--- config.mk ---
export PLATFORM = sky130hd
export DESIGN_NAME = dpd_ctrl
export DESIGN_NICKNAME = d
export VERILOG_FILES = /design/src/rtl/dpd_pkg.sv /design/src/rtl/dpd_sync.sv /design/src/rtl/dpd_wake_qual.sv /design/src/rtl/dpd_regfile.sv /design/src/rtl/dpd_ctrl.sv
export SDC_FILE = /design/constraint.sdc
export NUM_CORES = 1
export LEC_CHECK = 0
export ABC_CLOCK_PERIOD_IN_PS = 3300
export BUFFER_PORTS_ARGS = -buffer_cell sky130_fd_sc_hd__buf_2
export CAP_MARGIN = 20
export CORE_UTILIZATION = 40
export DETAILED_ROUTE_END_ITERATION = 12
export SETUP_SLACK_MARGIN = 0.05
export SYNTH_ARGS = -nofsm -noshare
export SYNTH_HDL_FRONTEND = slang
export SYNTH_SLANG_ARGS = --single-unit
--- constraint.sdc ---
create_clock -name clk -period 3.3 [get_ports clk]
set_input_delay 0.33 -clock clk [delete_from_list [all_inputs] [get_ports clk]]
set_output_delay 0.33 -clock clk [all_outputs]
set_load 0.05 [all_outputs]
--- src/rtl/dpd_pkg.sv ---
package dpd_pkg;
  typedef enum logic [1:0] {
    ST_RUN  = 2'd0,
    ST_DOWN = 2'd1,
    ST_RAMP = 2'd2,
    ST_RST  = 2'd3
  } dpd_state_e;

  localparam int CTRL_EN_BIT   = 0;
  localparam int CTRL_FLAG_BIT = 1;
endpackage

--- src/rtl/dpd_sync.sv ---
module dpd_sync #(
  parameter int   STAGES  = 2,
  parameter logic RST_VAL = 1'b1
) (
  input  logic clk,
  input  logic rst_n,
  input  logic d,
  output logic q
);
  logic [STAGES-1:0] chain;

  always_ff @(posedge clk or negedge rst_n) begin
    if (!rst_n) chain <= {STAGES{RST_VAL}};
    else        chain <= {chain[STAGES-2:0], d};
  end

  assign q = chain[STAGES-1];
endmodule

--- src/rtl/dpd_wake_qual.sv ---
module dpd_wake_qual #(
  parameter int MIN_CYC = 10
) (
  input  logic clk,
  input  logic rst_n,
  input  logic arm,
  input  logic pin_low,
  output logic fire
);
  localparam int CW = $clog2(MIN_CYC + 1);

  logic [CW-1:0] cnt;

  always_ff @(posedge clk or negedge rst_n) begin
    if (!rst_n)                     cnt <= '0;
    else if (!arm || !pin_low)      cnt <= '0;
    else if (cnt != CW'(MIN_CYC))   cnt <= cnt + 1'b1;
  end

  assign fire = arm && pin_low && (cnt == CW'(MIN_CYC - 1));

  AST_CNT_BOUND: assert property (@(posedge clk) disable iff (!rst_n)
    cnt <= CW'(MIN_CYC));
  AST_CNT_CLEARS: assert property (@(posedge clk) disable iff (!rst_n)
    !pin_low |=> cnt == '0);
endmodule

--- src/rtl/dpd_regfile.sv ---
module dpd_regfile
  import dpd_pkg::*;
#(
  parameter int NUM_RET = 5,
  parameter int ADDR_W  = 3,
  parameter int DATA_W  = 32
) (
  input  logic              clk,
  input  logic              por_n,
  input  logic              bus_on,
  input  logic              soft_rst,
  input  logic              wake_done,
  input  logic              req_valid,
  output logic              req_ready,
  input  logic              req_write,
  input  logic [ADDR_W-1:0] req_addr,
  input  logic [DATA_W-1:0] req_wdata,
  output logic              rsp_valid,
  input  logic              rsp_ready,
  output logic [DATA_W-1:0] rsp_rdata,
  output logic              pd_en
);
  logic              flag_q;
  logic [DATA_W-1:0] ret_q [NUM_RET];
  logic [DATA_W-1:0] rd_val;
  logic              acc, wr_fire, ctrl_wr;

  assign req_ready = bus_on && (!rsp_valid || rsp_ready);
  assign acc       = req_valid && req_ready;
  assign wr_fire   = acc && req_write;
  assign ctrl_wr   = wr_fire && (req_addr == '0);

  always_ff @(posedge clk or negedge por_n) begin
    if (!por_n) begin
      pd_en  <= 1'b0;
      flag_q <= 1'b0;
    end else begin
      if (ctrl_wr) pd_en <= req_wdata[CTRL_EN_BIT];
      if (wake_done)                             flag_q <= 1'b1;
      else if (ctrl_wr && req_wdata[CTRL_FLAG_BIT]) flag_q <= 1'b0;
    end
  end

  for (genvar g = 0; g < NUM_RET; g++) begin : g_ret
    always_ff @(posedge clk or negedge por_n) begin
      if (!por_n)                                       ret_q[g] <= '0;
      else if (wr_fire && req_addr == ADDR_W'(g + 1))   ret_q[g] <= req_wdata;
    end
  end

  always_comb begin
    rd_val = '0;
    if (req_addr == '0) begin
      rd_val[CTRL_EN_BIT]   = pd_en;
      rd_val[CTRL_FLAG_BIT] = flag_q;
    end
    for (int i = 0; i < NUM_RET; i++)
      if (req_addr == ADDR_W'(i + 1)) rd_val = ret_q[i];
  end

  always_ff @(posedge clk or negedge por_n) begin
    if (!por_n) begin
      rsp_valid <= 1'b0;
      rsp_rdata <= '0;
    end else if (soft_rst) begin
      rsp_valid <= 1'b0;
    end else if (acc) begin
      rsp_valid <= 1'b1;
      rsp_rdata <= req_write ? '0 : rd_val;
    end else if (rsp_ready) begin
      rsp_valid <= 1'b0;
    end
  end

  AST_FLAG_ONLY_ON_WAKE: assert property (@(posedge clk) disable iff (!por_n)
    $rose(flag_q) |-> $past(wake_done));
  AST_RSP_HOLD: assert property (@(posedge clk) disable iff (!por_n)
    (rsp_valid && !rsp_ready && !soft_rst) |=> (rsp_valid && $stable(rsp_rdata)));
endmodule

--- src/rtl/dpd_ctrl.sv ---
module dpd_ctrl
  import dpd_pkg::*;
#(
  parameter int NUM_RET  = 5,
  parameter int DATA_W   = 32,
  parameter int WAKE_MIN = 10,
  parameter int RST_CYC  = 4,
  localparam int ADDR_W  = $clog2(NUM_RET + 1)
) (
  input  logic              clk,
  input  logic              por_n,
  input  logic              req_valid,
  output logic              req_ready,
  input  logic              req_write,
  input  logic [ADDR_W-1:0] req_addr,
  input  logic [DATA_W-1:0] req_wdata,
  output logic              rsp_valid,
  input  logic              rsp_ready,
  output logic [DATA_W-1:0] rsp_rdata,
  input  logic              cpu_sleepdeep,
  input  logic              cpu_wfi,
  input  logic              wake_n,
  input  logic              rst_pin_n,
  input  logic              vgood,
  output logic              reg_en,
  output logic              sys_rst_req
);
  localparam int RCW = $clog2(RST_CYC + 1);

  dpd_state_e     state;
  logic [RCW-1:0] rc;
  logic           wake_s, rst_s, wake_fire, pd_en, wake_done;

  dpd_sync #(.STAGES(2), .RST_VAL(1'b1)) u_wake_sync (
    .clk(clk), .rst_n(por_n), .d(wake_n), .q(wake_s));
  dpd_sync #(.STAGES(2), .RST_VAL(1'b1)) u_rst_sync (
    .clk(clk), .rst_n(por_n), .d(rst_pin_n), .q(rst_s));

  dpd_wake_qual #(.MIN_CYC(WAKE_MIN)) u_qual (
    .clk(clk), .rst_n(por_n), .arm(state == ST_DOWN),
    .pin_low(!wake_s), .fire(wake_fire));

  always_ff @(posedge clk or negedge por_n) begin
    if (!por_n) begin
      state <= ST_RUN;
      rc    <= '0;
    end else begin
      unique case (state)
        ST_RUN:  if (pd_en && cpu_sleepdeep && cpu_wfi && wake_s) state <= ST_DOWN;
        ST_DOWN: if (wake_fire) state <= ST_RAMP;
        ST_RAMP: if (vgood) begin
                   state <= ST_RST;
                   rc    <= '0;
                 end
        ST_RST:  if (rc == RCW'(RST_CYC - 1)) state <= ST_RUN;
                 else                         rc    <= rc + 1'b1;
        default: state <= ST_RUN;
      endcase
    end
  end

  assign wake_done   = (state == ST_RST) && (rc == RCW'(RST_CYC - 1));
  assign reg_en      = (state != ST_DOWN);
  assign sys_rst_req = (state == ST_RST) || ((state == ST_RUN) && !rst_s);

  dpd_regfile #(.NUM_RET(NUM_RET), .ADDR_W(ADDR_W), .DATA_W(DATA_W)) u_regs (
    .clk(clk), .por_n(por_n), .bus_on(state == ST_RUN),
    .soft_rst(state == ST_RST), .wake_done(wake_done),
    .req_valid(req_valid), .req_ready(req_ready), .req_write(req_write),
    .req_addr(req_addr), .req_wdata(req_wdata), .rsp_valid(rsp_valid),
    .rsp_ready(rsp_ready), .rsp_rdata(rsp_rdata), .pd_en(pd_en));

  AST_ENTER_QUALIFIED: assert property (@(posedge clk) disable iff (!por_n)
    (state == ST_DOWN && $past(state) == ST_RUN) |-> $past(pd_en && cpu_sleepdeep && cpu_wfi && wake_s));
  AST_WAKE_FROM_QUAL: assert property (@(posedge clk) disable iff (!por_n)
    (state == ST_RAMP && $past(state) == ST_DOWN) |-> $past(wake_fire));
  AST_RAMP_NEEDS_VGOOD: assert property (@(posedge clk) disable iff (!por_n)
    (state == ST_RST && $past(state) == ST_RAMP) |-> $past(vgood));
  AST_PIN_IGNORED_DOWN: assert property (@(posedge clk) disable iff (!por_n)
    (state == ST_DOWN && !rst_s) |-> !sys_rst_req);
  AST_BUS_ONLY_IN_RUN: assert property (@(posedge clk) disable iff (!por_n)
    (req_valid && req_ready) |-> state == ST_RUN);
endmodule

==> summary.txt <==
Clock network
  • Skew-Pair Late Insertion Delay: roughly 0.5 ns
  • Clock tree buffer depth: 3
  • CTS clk-pin slew, worst paths: approximately 0.06 ns
  • Cts bufs inserted: 23
  • CTS tree: built
  • H-tree levels: 1
  • Sink Count: 208
  • Post-CTS Setup Bufs: 0
  • Clk root buf: clkbuf_16

Detailed routing
  • Pre-antenna DRT Iters: 4
  • Vias per inst: between 5 and 6
  • Routed WL: 20900 um
  • Initial DRC Count: 197
  • DR WL/cell: between 15 and 20 um
  • Final ANT Viol Nets: 0
  • DRC: 0
  • Via count: 5843

Synth
  • Asr flop ratio synth: 100%
  • Leading post-synthesis cells by cell area: dfrtp_1 54%, mux2_2 15%, mux2_4 4.8%
  • Cell taking the most area after synthesis: dfrtp_1
  • Average size of a mapped cell: 13.7 um2
  • Synth Area in XOR/XNOR: 0.186%
  • Yosys warning total: 0
  • Synth Area in Adders: approximately 1.3%
  • Prevailing post-synth register cell: dfrtp_1
  • Mux contribution to synthesized area: roughly a quarter
  • Post-synth top area share: 54.1%
  • Main combinational cell family by area after synthesis: multiplexers
  • Post-synth EDFFs: 0
  • Netlist cell types: 45
  • Compound-Gate Fraction of Synth Area: ~11%
  • Cells after Synth: 687
  • FF+latch count, synth: 208
  • Cell Area, Synth: 0.00943 mm2
  • Synth Area in Simple Gates: 4.52%
  • Sequential-to-total area share from yosys stat: a little under three fifths
  • Syn nets: 742

Setup path
  • Reg2Reg Depth: 6
  • Kind of end point of the critical path: flip-flop
  • Setup CP Type: flip-flop to flip-flop
  • Crit path max fanout: 19
  • R2R setup slack: 0.69 ns
  • R2r startpoint: state[0]
  • Crit start category: flip-flop
  • Crit path launch: state[0]
  • Worst path arrival time: 2.99 ns
  • RR Endpoint: u_regs.ret_q[106]
  • CP required: ~3.7 ns
  • Crit path to: u_regs.ret_q[106]

Placement
  • Gp weighted congestion: 0.714
  • Port buffer count: 80
  • Post-DP HPWL: 13000 um

Die
  • Io pins: 81
  • Die Span X: ~160 um
  • Die area: roughly 0.024 mm2
  • Die H: between 150 and 200 um
  • Initial Util: 41.3%
  • Core ar.: 0.0228 mm2
  • Row cnt: between 50 and 60

STA
  • Setup tns final: 0 ns
  • Worst-margin pin slew: 1.07 ns
  • Setup Skew: between 0.008 and 0.009 ns
  • Crit path time final: ~2.6 ns
  • Period utilization: roughly 79%
  • Final hold vios: 0
  • Final setup fails: 0
  • Slew HR: 28.8%
  • RSZ-0062 raised after global routing: no
  • Fmax: 0.383 GHz
  • Fin. max-slew vios: 0

Layout
  • Nets: 813
  • Most frequent cells in the layout: 204 x dfrtp_1, 122 x mux2_2, 78 x buf_2
  • Commonest non-fill, non-tap cell in the layout: dfrtp_1
  • # diodes: 0
  • Layout cells sized above 1: 42.5%
  • Synth-to-layout area growth: 16.1%

Global routing
  • Number of global-route vias before repair: 6266
  • Initial antenna violation count: 1
  • Gr usage total: 18.1%
  • First-pass GRT wire length: 34600 um
  • Largest net degree at the start of global routing: 95
  • GR Overflow Total: 0

Power and ir drop
  • Leak: 5.38 nW
  • Max IR drop VDD: roughly 0.61 mV
  • P per Cell Area: around 870 mW/mm2
  • Total Power: 9.52 mW

Flow run
  • Max-cap violations: 0

Hold path
  • Worst Hold Class: input pin to flip-flop

Run status
  • Outcome: finished, final reports clean
## area by class of cell
| cell class | instances | area (um2) |
|---|---|---|
| Fill cell | 2052 | 11900 |
| Sequential cell | 208 | 5210 |
| Multi-Input combinational cell | 419 | 3910 |
| Clock buffer | 35 | 701 |
| Timing Repair Buffer | 97 | 572 |
| Tap cell | 313 | 392 |
| Clock inverter | 6 | 130 |
| Inverter | 9 | 33.8 |
## cells in the mapped netlist (all sizes together) (3+ instances only)
master	n
a32o	32
nand4	3
o22ai	33
mux2	164
nor2	9
dfrtp	204
ha	10
mux2i	34
nand2b	6
or2	34
o21a	30
a22o	4
inv	9
buf	33
dfstp	4
clkbuf	18
a21oi	34
## routing by layer
layer	vias to the layer above	routed length (um)	global-route usage (%)
met5	-	13	0
met1	3037	9600	24.4
li1	2668	-	-
met4	2	362	3.87
met2	106	10100	30.4
met3	30	774	3.33
## state kept, by name, summed over array words and instances, names as in the netlist
| name | cells |
|---|---|
| u_regs.pd_en | 1 |
| u_wake_sync.chain | 2 |
| state | 2 |
| u_regs.rsp_valid | 1 |
| u_regs.flag_q | 1 |
| u_regs.rsp_rdata | 32 |
| rc | 3 |
| u_regs.ret_q | 160 |
| u_rst_sync.chain | 2 |
| u_qual.cnt | 4 |
## logic make-up (layout without fill, tap and decap cells)
kind of cell,count (synthesis),in the layout
AOI/OAI and AO/OA,142,142
xor gates and xnor gates,2,2
adders and majority gates,10,10
buffers and inverters,60,147
DFF,208,208
muxes,198,198
and+or+nand+nor,67,67
## per-stage QoR
step	util (%)	setup WS, ns	hold WS (ns)	cell area (um2)	cells
floorplan	-	1.35	0.0344	9430	687
global placement	44.2	0.838	0.346	10100	1043
detailed placement	44.2	0.691	0.347	10100	1043
CTS	47.9	0.679	0.107	10900	1087
global route	47.9	0.508	0.113	10900	1087
finish	47.9	0.687	0.121	10900	1087
## power breakdown
| part | switching, mW | internal [mW] |
|---|---|---|
| Combinational | 1.55 | 1.21 |
| Clock | 0.992 | 1.77 |
| Sequential | 0.504 | 3.49 |
## critical path, cell delays in order (launching register included)
cell,delay (ns)
dfrtp_1,0.40
inv_1,0.13
ha_1,0.27
nand4_1,0.27
or3_2,0.82
buf_12,0.28
mux2_4,0.31
## how the worst min path moves through the flow
| stage | slack (ns) | startpoint | cells past startpoint | end |
|---|---|---|---|---|
| floorplan | 0.03 | por_n | 0 | rc[0] |
| global placement | 0.35 | u_rst_sync.chain[0] | 0 | u_rst_sync.chain[1] |
| detailed placement | 0.35 | u_wake_sync.chain[0] | 0 | u_wake_sync.chain[1] |
| CTS | 0.11 | req_wdata[12] | 2 | u_regs.ret_q[12] |
| global route | 0.11 | req_wdata[19] | 2 | u_regs.ret_q[19] |
| finish | 0.12 | req_wdata[28] | 2 | u_regs.ret_q[28] |
## what timing repair did
| action | in CTS | in global routing |
|---|---|---|
| endpoints found under the hold margin | 89 | 0 |
| resized for setup | 0 | 0 |
| hold buffers | 3 | 0 |
No activity file was read; power rests on OpenSTA's default activity.
